**src/rtl/ctmr_pkg.sv**
```systemverilog
package ctmr_pkg;

    // What the shared down-counter is currently doing
    typedef enum logic [1:0] {
        MD_IDLE  = 2'd0,
        MD_TIMER = 2'd1,
        MD_COUNT = 2'd2,
        MD_TOUT  = 2'd3
    } run_mode_e;

    localparam logic SEL_TIMER = 1'b0;
    localparam logic SEL_COUNT = 1'b1;

endpackage

```
**src/rtl/ctmr_divsplit.sv**
```systemverilog
// Builds the divisor from the two preload bytes, clamps it to >= 2 and
// splits it into high and low phase lengths (odd divisors: longer high).
module ctmr_divsplit #(
    parameter int W = 16
) (
    input  logic [W/2-1:0] hi_byte,
    input  logic [W/2-1:0] lo_byte,
    output logic [W-1:0]   div,
    output logic [W-1:0]   hi_len,
    output logic [W-1:0]   lo_len
);
    logic [W-1:0] raw;

    always_comb begin
        raw    = {hi_byte, lo_byte};
        div    = (raw < W'(2)) ? W'(2) : raw;
        lo_len = div >> 1;
        hi_len = (div >> 1) + W'(div[0]);
    end
endmodule

```
**src/rtl/ctmr_tosel.sv**
```systemverilog
// Per-channel timeout arm flags and the shared restart request.
module ctmr_tosel #(
    parameter int NCH = 2
) (
    input  logic           clk,
    input  logic           rst_n,
    input  logic [NCH-1:0] arm,
    input  logic [NCH-1:0] disarm,
    input  logic [NCH-1:0] rx,
    output logic [NCH-1:0] en,
    output logic           restart,
    output logic           active
);
    logic [NCH-1:0] en_d, en_q;

    for (genvar c = 0; c < NCH; c++) begin : g_ch
        always_comb begin
            en_d[c] = en_q[c];
            if (arm[c]) begin
                en_d[c] = 1'b1;
            end else if (disarm[c]) begin
                en_d[c] = 1'b0;
            end
        end

        always_ff @(posedge clk or negedge rst_n) begin
            if (!rst_n) begin
                en_q[c] <= 1'b0;
            end else begin
                en_q[c] <= en_d[c];
            end
        end
    end

    assign en      = en_q;
    assign restart = |(rx & en_q);
    assign active  = |en_q;
endmodule

```
**src/rtl/ctmr_top.sv**
```systemverilog
module ctmr_top
    import ctmr_pkg::*;
#(
    parameter int WIDTH = 16,
    parameter int NCH   = 2
) (
    input  logic               clk,
    input  logic               rst_n,
    input  logic               tick_en,
    input  logic [WIDTH/2-1:0] preload_hi,
    input  logic [WIDTH/2-1:0] preload_lo,
    input  logic               mode_sel,
    input  logic               start_cmd,
    input  logic               stop_cmd,
    input  logic [NCH-1:0]     rx_char,
    input  logic [NCH-1:0]     tout_on,
    input  logic [NCH-1:0]     tout_off,
    input  logic               irq_mask,
    output logic               sq_out,
    output logic               cnt_ready,
    output logic               irq
);
    localparam logic [WIDTH-1:0] CNT_ONE = WIDTH'(1);

    typedef struct packed {
        logic [WIDTH-1:0] cnt;
        logic             run;
        logic             rdy;
        logic             sq;
        run_mode_e        kind;
    } st_t;

    logic [WIDTH-1:0] div, hi_len, lo_len;
    logic [NCH-1:0]   to_en;
    logic             to_restart, to_active;
    st_t              s_d, s_q;

    ctmr_divsplit #(.W(WIDTH)) u_div (
        .hi_byte (preload_hi),
        .lo_byte (preload_lo),
        .div     (div),
        .hi_len  (hi_len),
        .lo_len  (lo_len)
    );

    ctmr_tosel #(.NCH(NCH)) u_tosel (
        .clk     (clk),
        .rst_n   (rst_n),
        .arm     (tout_on),
        .disarm  (tout_off),
        .rx      (rx_char),
        .en      (to_en),
        .restart (to_restart),
        .active  (to_active)
    );

    always_comb begin
        s_d = s_q;
        if (!to_active) begin
            if (stop_cmd) begin
                s_d.run = 1'b0;
                s_d.rdy = 1'b0;
            end else if (start_cmd) begin
                s_d.run = 1'b1;
                s_d.rdy = 1'b0;
                if (mode_sel == SEL_TIMER) begin
                    s_d.kind = MD_TIMER;
                    s_d.cnt  = hi_len;
                    s_d.sq   = 1'b1;
                end else begin
                    s_d.kind = MD_COUNT;
                    s_d.cnt  = div;
                end
            end else if (s_q.run) begin
                if (s_q.kind == MD_TOUT || s_q.kind == MD_IDLE) begin
                    // timeout disarmed underneath a running count
                    s_d.run = 1'b0;
                end else if (tick_en) begin
                    if (s_q.cnt == CNT_ONE) begin
                        if (s_q.kind == MD_TIMER) begin
                            s_d.sq  = ~s_q.sq;
                            s_d.cnt = s_q.sq ? lo_len : hi_len;
                            if (!s_q.sq) begin
                                s_d.rdy = 1'b1;
                            end
                        end else begin
                            s_d.cnt = '0;
                            s_d.run = 1'b0;
                            s_d.rdy = 1'b1;
                        end
                    end else begin
                        s_d.cnt = s_q.cnt - CNT_ONE;
                    end
                end
            end
        end else if (s_q.run && tick_en && s_q.kind == MD_TOUT) begin
            if (s_q.cnt == CNT_ONE) begin
                s_d.cnt = '0;
                s_d.run = 1'b0;
                s_d.rdy = 1'b1;
            end else begin
                s_d.cnt = s_q.cnt - CNT_ONE;
            end
        end

        if (|tout_on) begin
            s_d.run = 1'b0;
            s_d.rdy = 1'b0;
        end

        if (to_restart) begin
            s_d.kind = MD_TOUT;
            s_d.cnt  = div;
            s_d.run  = 1'b1;
            s_d.rdy  = 1'b0;
        end
    end

    always_ff @(posedge clk or negedge rst_n) begin
        if (!rst_n) begin
            s_q <= '{cnt: '0, run: 1'b0, rdy: 1'b0, sq: 1'b1, kind: MD_IDLE};
        end else begin
            s_q <= s_d;
        end
    end

    assign sq_out    = s_q.sq;
    assign cnt_ready = s_q.rdy;
    assign irq       = s_q.rdy & irq_mask;
endmodule

```
**config.mk**
```make
export PLATFORM = sky130hd
export DESIGN_NAME = ctmr_top
export DESIGN_NICKNAME = d
export VERILOG_FILES = /design/src/rtl/ctmr_pkg.sv /design/src/rtl/ctmr_divsplit.sv /design/src/rtl/ctmr_tosel.sv /design/src/rtl/ctmr_top.sv
export SDC_FILE = /design/constraint.sdc
export NUM_CORES = 1
export LEC_CHECK = 0
export BUFFER_PORTS_ARGS = -buffer_cell sky130_fd_sc_hd__buf_4
export CAP_MARGIN = 0
export CORE_MARGIN = 2
export CORE_UTILIZATION = 50
export DETAILED_ROUTE_END_ITERATION = 7
export PLACE_DENSITY = 0.8
export SLEW_MARGIN = 20
export SYNTH_ARGS = -nofsm -noshare
export SYNTH_HDL_FRONTEND = slang
export SYNTH_SLANG_ARGS = --single-unit
export TNS_END_PERCENT = 50
```
**constraint.sdc**
```tcl
create_clock -name clk -period 2.7 [get_ports clk]
set_input_delay 0.135 -clock clk [delete_from_list [all_inputs] [get_ports clk]]
set_output_delay 0.135 -clock clk [all_outputs]
set_load 0.03 [all_outputs]
```
==> results of run 1 <==
-- critical path: stages (launching register included) --
cell	delay [ns]
sky130_fd_sc_hd__dfrtp_1	0.44
sky130_fd_sc_hd__inv_1	0.10
sky130_fd_sc_hd__ha_1	0.14
sky130_fd_sc_hd__nor4b_4	0.30
sky130_fd_sc_hd__and4_2	0.44
sky130_fd_sc_hd__a21oi_1	0.25
sky130_fd_sc_hd__nor4_1	0.33
sky130_fd_sc_hd__o21ai_0	0.19
sky130_fd_sc_hd__o21ai_0	0.21
-- per-layer routing --
layer / track usage [%] / vias up
met5: 0 / -
met4: 8.929 / 0
met3: 4.353 / 32
met2: 50.61 / 231
met1: 46.04 / 1473
li1: - / 1467
-- cells by family (layout without fill, tap and decap cells) --
kind of cell | after synthesis | in the layout | share of synthesized area (%)
buffers and inverters | 40 | 74 | 7.125
xor gates and xnor gates | 18 | 18 | 5.869
AOI/OAI and AO/OA | 117 | 117 | 28.55
DFF | 23 | 23 | 21.47
adders and majority gates | 5 | 5 | 2.329
and+or+nand+nor | 171 | 171 | 34.65
-- worst paths after layout --
kind | start | endpoint | slack, ns | cells past startpoint
max in group asynchronous | rst_n | sq_out | 2.09 | 2
setup reg to reg | s_q[6] | s_q[20] | 0.20 | 8
min in group asynchronous | rst_n | cnt_ready | 0.31 | 2
hold reg to reg | u_tosel.en[0] | u_tosel.en[0] | 0.56 | 1
hold / removal | tout_on[0] | cnt_ready | 0.04 | 2
setup / recovery | s_q[6] | s_q[20] | 0.20 | 8
-- area by class of cell --
cell class / count / area [sq um] / share of cell area [%]
well taps: 70 / 87.58 / 2.802
inverters: 12 / 45.04 / 1.441
flip-flops and latches: 23 / 576.8 / 18.45
multi-input cells: 311 / 1933 / 61.85
repair buffers: 58 / 437.9 / 14.01
clock buffers: 4 / 45.04 / 1.441
-- power by group through the flow --
stage | Combinational (W) | Sequential [W] | Clock (W)
after floorplan | 0.000470 | 0.000514 | 0
after global placement | 0.000621 | 0.000561 | 0
after detailed placement | 0.000626 | 0.000564 | 0
after CTS | 0.000631 | 0.000558 | 0.000235
after global routing | 0.000709 | 0.000579 | 0.000246
final | 0.000650 | 0.000568 | 0.000240
-- sequential cells by signal, summed over array words and instances, names as in the netlist --
register    cells
cnt_ready       1
s_q            19
sq_out          1
u_tosel.en      2
-- repair_timing --
item,in CTS,in global routing
hold buffers,1,0
gates resized for setup,0,1
hold endpoints to repair,22,0
setup endpoints to repair,0,1
-- per-stage QoR --
step	hold WS (ns)	util, %
global placement	0.05856	59.62
detailed placement	0.06119	59.62
global route	0.05141	60.81
floorplan	-0.1606	-
finish	0.04042	60.81
CTS	0.04004	60.69
-- cells in the final DEF, fill, tap and decap left out, types with 6 or more instances in the layout --
| cell | n |
|---|---|
| sky130_fd_sc_hd__buf_4 | 57 |
| sky130_fd_sc_hd__dfrtp_1 | 22 |
| sky130_fd_sc_hd__nor4_1 | 9 |
| sky130_fd_sc_hd__nor3_1 | 10 |
| sky130_fd_sc_hd__inv_1 | 12 |
| sky130_fd_sc_hd__and2_1 | 6 |
| sky130_fd_sc_hd__o21ai_0 | 36 |
| sky130_fd_sc_hd__xnor2_1 | 10 |
| sky130_fd_sc_hd__nor2_1 | 38 |
| sky130_fd_sc_hd__o211ai_1 | 7 |
| sky130_fd_sc_hd__xor2_1 | 8 |
| sky130_fd_sc_hd__nand3_1 | 17 |
| sky130_fd_sc_hd__nand2_1 | 37 |
| sky130_fd_sc_hd__a21oi_1 | 22 |
| sky130_fd_sc_hd__nand4_1 | 11 |
==> results.md, run 1 <==
Run status
- **outcome** finished, final reports clean

Floorplanning
- **row cnt** 26
- **die extent in x** 77.30 um
- **number of ports placed on the die boundary** 32
- **starting utilization of the core area** 52.26%
- **Die Y-Extent** 77.30 um
- **core area** 5140 sq um
- **Die Footprint** 5975 sq um

Timing
- **Worst Slack Setup Final** 0.1967 ns
- **post-route clock skew** 0.004367 ns
- **setup repair after global routing missed its margin** false
- **count of pins over their slew limit** 0
- **headroom to the max-slew limit** 58.60%
- **total negative slack** 0 ns
- **ratio of final minimum period to clock period** 92.71%
- **count of final setup violators** 0
- **hold violation count in the final report** 0
- **transition at the pin with the smallest max-transition slack** 0.6210 ns
- **peak clock frequency supported by timing** 399.5 MHz
- **time the worst path needs with I/O delays and setup** 2.503 ns

Drt
- **Detail Route Antenna Nets** 0
- **met2 routed wirelength** 4.138 mm
- **routed wire length per instance** 19.82 um
- **vias per inst** 6.701
- **routed via count** 3203
- **Routed WL** 9.472 mm
- **DR DRC count** 0
- **met3 layer wire length in the routed design** 1.078 mm
- **DRT iter0 DRCs** 456
- **count of TritonRoute iterations in the first routing pass** 7
- **top routing layer in use** met4
- **wire length on met1** 3.984 mm

Placement
- **Detailed Place HPWL** 7.208 mm
- **Placed Cells** 473
- **RePlAce Congestion** 1.002
- **instance area after placement** 3064 sq um
- **post-place setup slack** 0.05065 ns
- **Buffers on Ports** 31

Power
- **leakage component of the power** 1.219 nW
- **Max rail drop VDD** 0.2141 mV
- **post-layout power** 0.001457 W
- **switching power of the nets** 0.0006505 W
- **Power Density** 466.2 nW/um^2
- **fraction of power spent switching nets** 44.64%
- **combinational share of power** 44.6%
- **proportion of power drawn by the clock network** 16.4%
- **internal power summed over all cells** 0.0008068 W
- **share of power burned in registers** 39.0%

Final layout
- **ANT cells** 0
- **share of layout cells above drive strength 1** 18.87%
- **number of non-filler instances in the completed layout** 478
- **fin area** 3126 sq um
- **layout overhead on the synthesized area** 16.35%
- **number of inserted filler cells in the final layout** 511
- **net count reported at finish** 443

Worst setup path
- **CP Launch Type** register
- **category of the critical setup timing path** reg2reg
- **Worst Path Arrival** 2.70 ns
- **required arrival time at the worst endpoint** 2.90 ns
- **type of element capturing the critical path** register
- **critical path peak fanout** 8

Synthesis
- **FF+latch count, synth** 23
- **Synth Cell Area** 2686 sq um
- **area share of the largest cell type after synthesis** 20.49%
- **library cells used by synthesis** 69
- **EDFF count, synth** 0
- **count of warnings emitted by yosys** 0
- **most frequent cells after synthesis** sky130_fd_sc_hd__nor2_1, sky130_fd_sc_hd__nand2_1, sky130_fd_sc_hd__o21ai_0
- **sequential area share after synthesis** 21.47%
- **largest cells by area after synthesis** sky130_fd_sc_hd__dfrtp_1, sky130_fd_sc_hd__o21ai_0, sky130_fd_sc_hd__nor2_1
- **nets in the synthesized netlist** 408
- **cell taking the most area after synthesis** sky130_fd_sc_hd__dfrtp_1
- **most frequently used cell type in the post-synthesis netlist** sky130_fd_sc_hd__nor2_1
- **most used flip-flop cell after synthesis** sky130_fd_sc_hd__dfrtp_1
- **share of async-settable or async-resettable flops after synthesis** 100.0%
- **gate count after technology mapping** 374
- **average size of a mapped cell** 7.183 sq um

GRT
- **number of antenna violations at the first check in global routing** 0
- **global-route usage over all layers** 32.19%
- **via count of the first global-routing pass** 2874
- **pin count of the biggest net entering global routing** 24
- **wire length of the first global-routing pass** 15.40 mm
- **total congestion overflow after global routing** 0

Clock tree
- **root buffer cell** sky130_fd_sc_hd__clkbuf_8
- **sink count of the clock tree** 23
- **htree depth** 1
- **clk_lat worst skew** 0.28 ns
- **# Post-CTS Setup Buffers** 0
- **Max Buffers Root-to-Sink** 2
- **Inserted Clock Buffers** 3
- **TritonCTS clock tree** done
- **clock slew at reported path FFs** 0.10 ns

Job
- **total of max-cap violations** 0

Min path
- **class of the worst hold path** in2reg

(Power assumes the default switching activity.)
==> run 2, diff against run 1 <==
--- a/config.mk
+++ b/config.mk
@@ -10,7 +10,7 @@
 export CORE_MARGIN = 2
 export CORE_UTILIZATION = 50
 export DETAILED_ROUTE_END_ITERATION = 7
-export PLACE_DENSITY = 0.8
+export PLACE_DENSITY = 0.7
 export SLEW_MARGIN = 20
 export SYNTH_ARGS = -nofsm -noshare
 export SYNTH_HDL_FRONTEND = slang
==> run 2 against run 1 <==
Flip-flop and latch count unchanged. Non-clock buffer count decreased by 1. Maximum frequency increased by 4.7%. Final cell count decreased by 0.21%. Count of clock-buffer cells in the layout unchanged. Utilization decreased by 0.27 points. Clock power about the same. Critical path depth increased by 1. Total power increased by 0.33%. Hold slack got worse by 0.0022 ns. Critical endpoint is now s_q[15]. Largest power group unchanged.
==> results.md, run 2 (synthesis gave the netlist of run 1 again) <==
Worst setup path
- **r2r endpoint** s_q[15]
- **Worst path top cell family by delay** compound AO/OA/AOI/OAI gates
- **required arrival time at the worst endpoint** 2.85 ns
- **maximum single-stage delay on the critical path** 0.44 ns
- **length in cells of the worst reg-to-reg path** 9
- **category of the critical setup timing path** reg2reg
- **most frequent cell on the critical path** sky130_fd_sc_hd__o21ai_0
- **cell with the largest stage delay on the worst path** sky130_fd_sc_hd__dfrtp_1
- **Worst Path Arrival** 2.54 ns
- **Critical path buffers and inverters** 2
- **worst reg2reg path startpoint** s_q[6]
- **type of element capturing the critical path** register
- **CP Launch Type** register
- **reg-to-reg setup timing slack** 0.31 ns
- **critical path peak fanout** 7
- **sequence of cells on the critical path** inv_1, ha_1, nor4b_4, nand4_1, o21ai_1, buf_4, o21ai_0, a21oi_1, o21ai_0

Clock tree
- **Max Buffers Root-to-Sink** 2
- **number of hold buffers added after CTS** 1
- **clk_lat worst skew** 0.28 ns
- **root buffer cell** sky130_fd_sc_hd__clkbuf_8
- **TritonCTS clock tree** done
- **clock slew at reported path FFs** 0.10 ns
- **# Post-CTS Setup Buffers** 0
- **sink count of the clock tree** 23
- **htree depth** 1
- **post-cts gate resize count** 0
- **Inserted Clock Buffers** 3

GRT
- **global-route usage over all layers** 33.83%
- **pin count of the biggest net entering global routing** 24
- **wire length of the first global-routing pass** 15.98 mm
- **number of antenna violations at the first check in global routing** 0
- **total congestion overflow after global routing** 0
- **via count of the first global-routing pass** 2973

Drt
- **Detail Route Antenna Nets** 0
- **routed wire length per instance** 20.49 um
- **routed via count** 3200
- **vias per inst** 6.709
- **Routed WL** 9.772 mm
- **DR DRC count** 0
- **count of TritonRoute iterations in the first routing pass** 5
- **DRT iter0 DRCs** 562

Timing
- **time the worst path needs with I/O delays and setup** 2.390 ns
- **count of final setup violators** 0
- **headroom to the max-slew limit** 53.85%
- **count of pins over their slew limit** 0
- **post-route clock skew** 0.006760 ns
- **peak clock frequency supported by timing** 418.4 MHz
- **hold slack final** 0.03818 ns
- **setup repair after global routing missed its margin** false
- **total negative slack** 0 ns
- **hold violation count in the final report** 0
- **transition at the pin with the smallest max-transition slack** 0.6923 ns
- **ratio of final minimum period to clock period** 88.52%

Floorplanning
- **die extent in x** 77.30 um
- **Die Footprint** 5975 sq um
- **core area** 5140 sq um
- **number of ports placed on the die boundary** 32
- **Die Y-Extent** 77.30 um
- **starting utilization of the core area** 52.26%
- **row cnt** 26

Power
- **Max rail drop VDD** 0.2583 mV
- **leakage component of the power** 1.211 nW
- **Power Density** 469.9 nW/um^2
- **post-layout power** 0.001462 W

Min path
- **WHS Endpoint** cnt_ready
- **WHS Path Cells** 2
- **class of the worst hold path** in2reg
- **HP Start** tout_on[1]

Final layout
- **most common library cell in the layout ignoring fill and taps** sky130_fd_sc_hd__buf_4
- **area occupied by registers** 576.8 sq um
- **ANT cells** 0
- **share of layout cells above drive strength 1** 18.43%
- **flip-flop count of the largest register after layout** 19
- **number of inserted filler cells in the final layout** 524
- **number of non-filler instances in the completed layout** 477
- **largest reg by FF count** s_q
- **layout overhead on the synthesized area** 15.84%
- **net count reported at finish** 442
- **footprint of the multi-input gates** 1927 sq um
- **commonest cells after routing, fill and taps aside** sky130_fd_sc_hd__buf_4, sky130_fd_sc_hd__nor2_1, sky130_fd_sc_hd__nand2_1, sky130_fd_sc_hd__o21ai_0

Placement
- **Placed Cells** 472
- **Buffers on Ports** 31
- **Detailed Place HPWL** 7.547 mm
- **RePlAce Congestion** 0.9675

Job
- **total of max-cap violations** 0

Run status
- **outcome** finished, final reports clean

-- run 2: changes by cell type in the layout (fill, tap and decap cells not counted), sizes merged --
cell / before / now
buf: 57 / 56
-- run 2: layer usage --
| metal | GRT usage [%] | wire, um |
|---|---|---|
| met1 | 50.04 | 4285 |
| met2 | 50.78 | 4200 |
| met3 | 4.118 | 1023 |
| met4 | 10.89 | 262 |
| met5 | 0 | 0 |
-- run 2: per-stage QoR --
step | util (%) | setup slack (ns) | cell area (sq um)
global route | 60.54 | 0.06005 | 3112
detailed placement | 59.47 | 0.005849 | 3057
global placement | 59.47 | 0.06584 | 3057
CTS | 60.54 | 0.3039 | 3112
finish | 60.54 | 0.3099 | 3112
floorplan | - | 0.04138 | 2695
-- run 2: worst max-delay path by stage --
stage | cells past startpoint | startpoint | endpoint
final | 9 | s_q[6] | s_q[15]
after global routing | 12 | preload_hi[0] | s_q[19]
after CTS | 12 | preload_hi[0] | s_q[19]
after detailed placement | 12 | preload_hi[0] | s_q[19]
after global placement | 12 | preload_hi[0] | s_q[19]
after floorplan | 12 | preload_hi[3] | s_q[19]
-- run 2: worst reg2reg max path, cell delays in order, from the launching register on --
cell and delay, ns:
sky130_fd_sc_hd__dfrtp_1 0.44, sky130_fd_sc_hd__inv_1 0.10, sky130_fd_sc_hd__ha_1 0.14, sky130_fd_sc_hd__nor4b_4 0.31, sky130_fd_sc_hd__nand4_1 0.32, sky130_fd_sc_hd__o21ai_1 0.35, sky130_fd_sc_hd__buf_4 0.23, sky130_fd_sc_hd__o21ai_0 0.09
sky130_fd_sc_hd__a21oi_1 0.18, sky130_fd_sc_hd__o21ai_0 0.10
-- run 2: final cells by class --
| type | instances | area share (%) |
|---|---|---|
| clock buffers | 4 | 1.448 |
| repair buffers | 57 | 13.83 |
| flip-flops and latches | 23 | 18.54 |
| multi-input cells | 311 | 61.92 |
| well taps | 70 | 2.815 |
| inverters | 12 | 1.448 |
-- run 2: power by group --
part,switching (W),internal (W)
clock,0.000131,0.000106
combinational,0.000403,0.000282
sequential,0.000119,0.000421
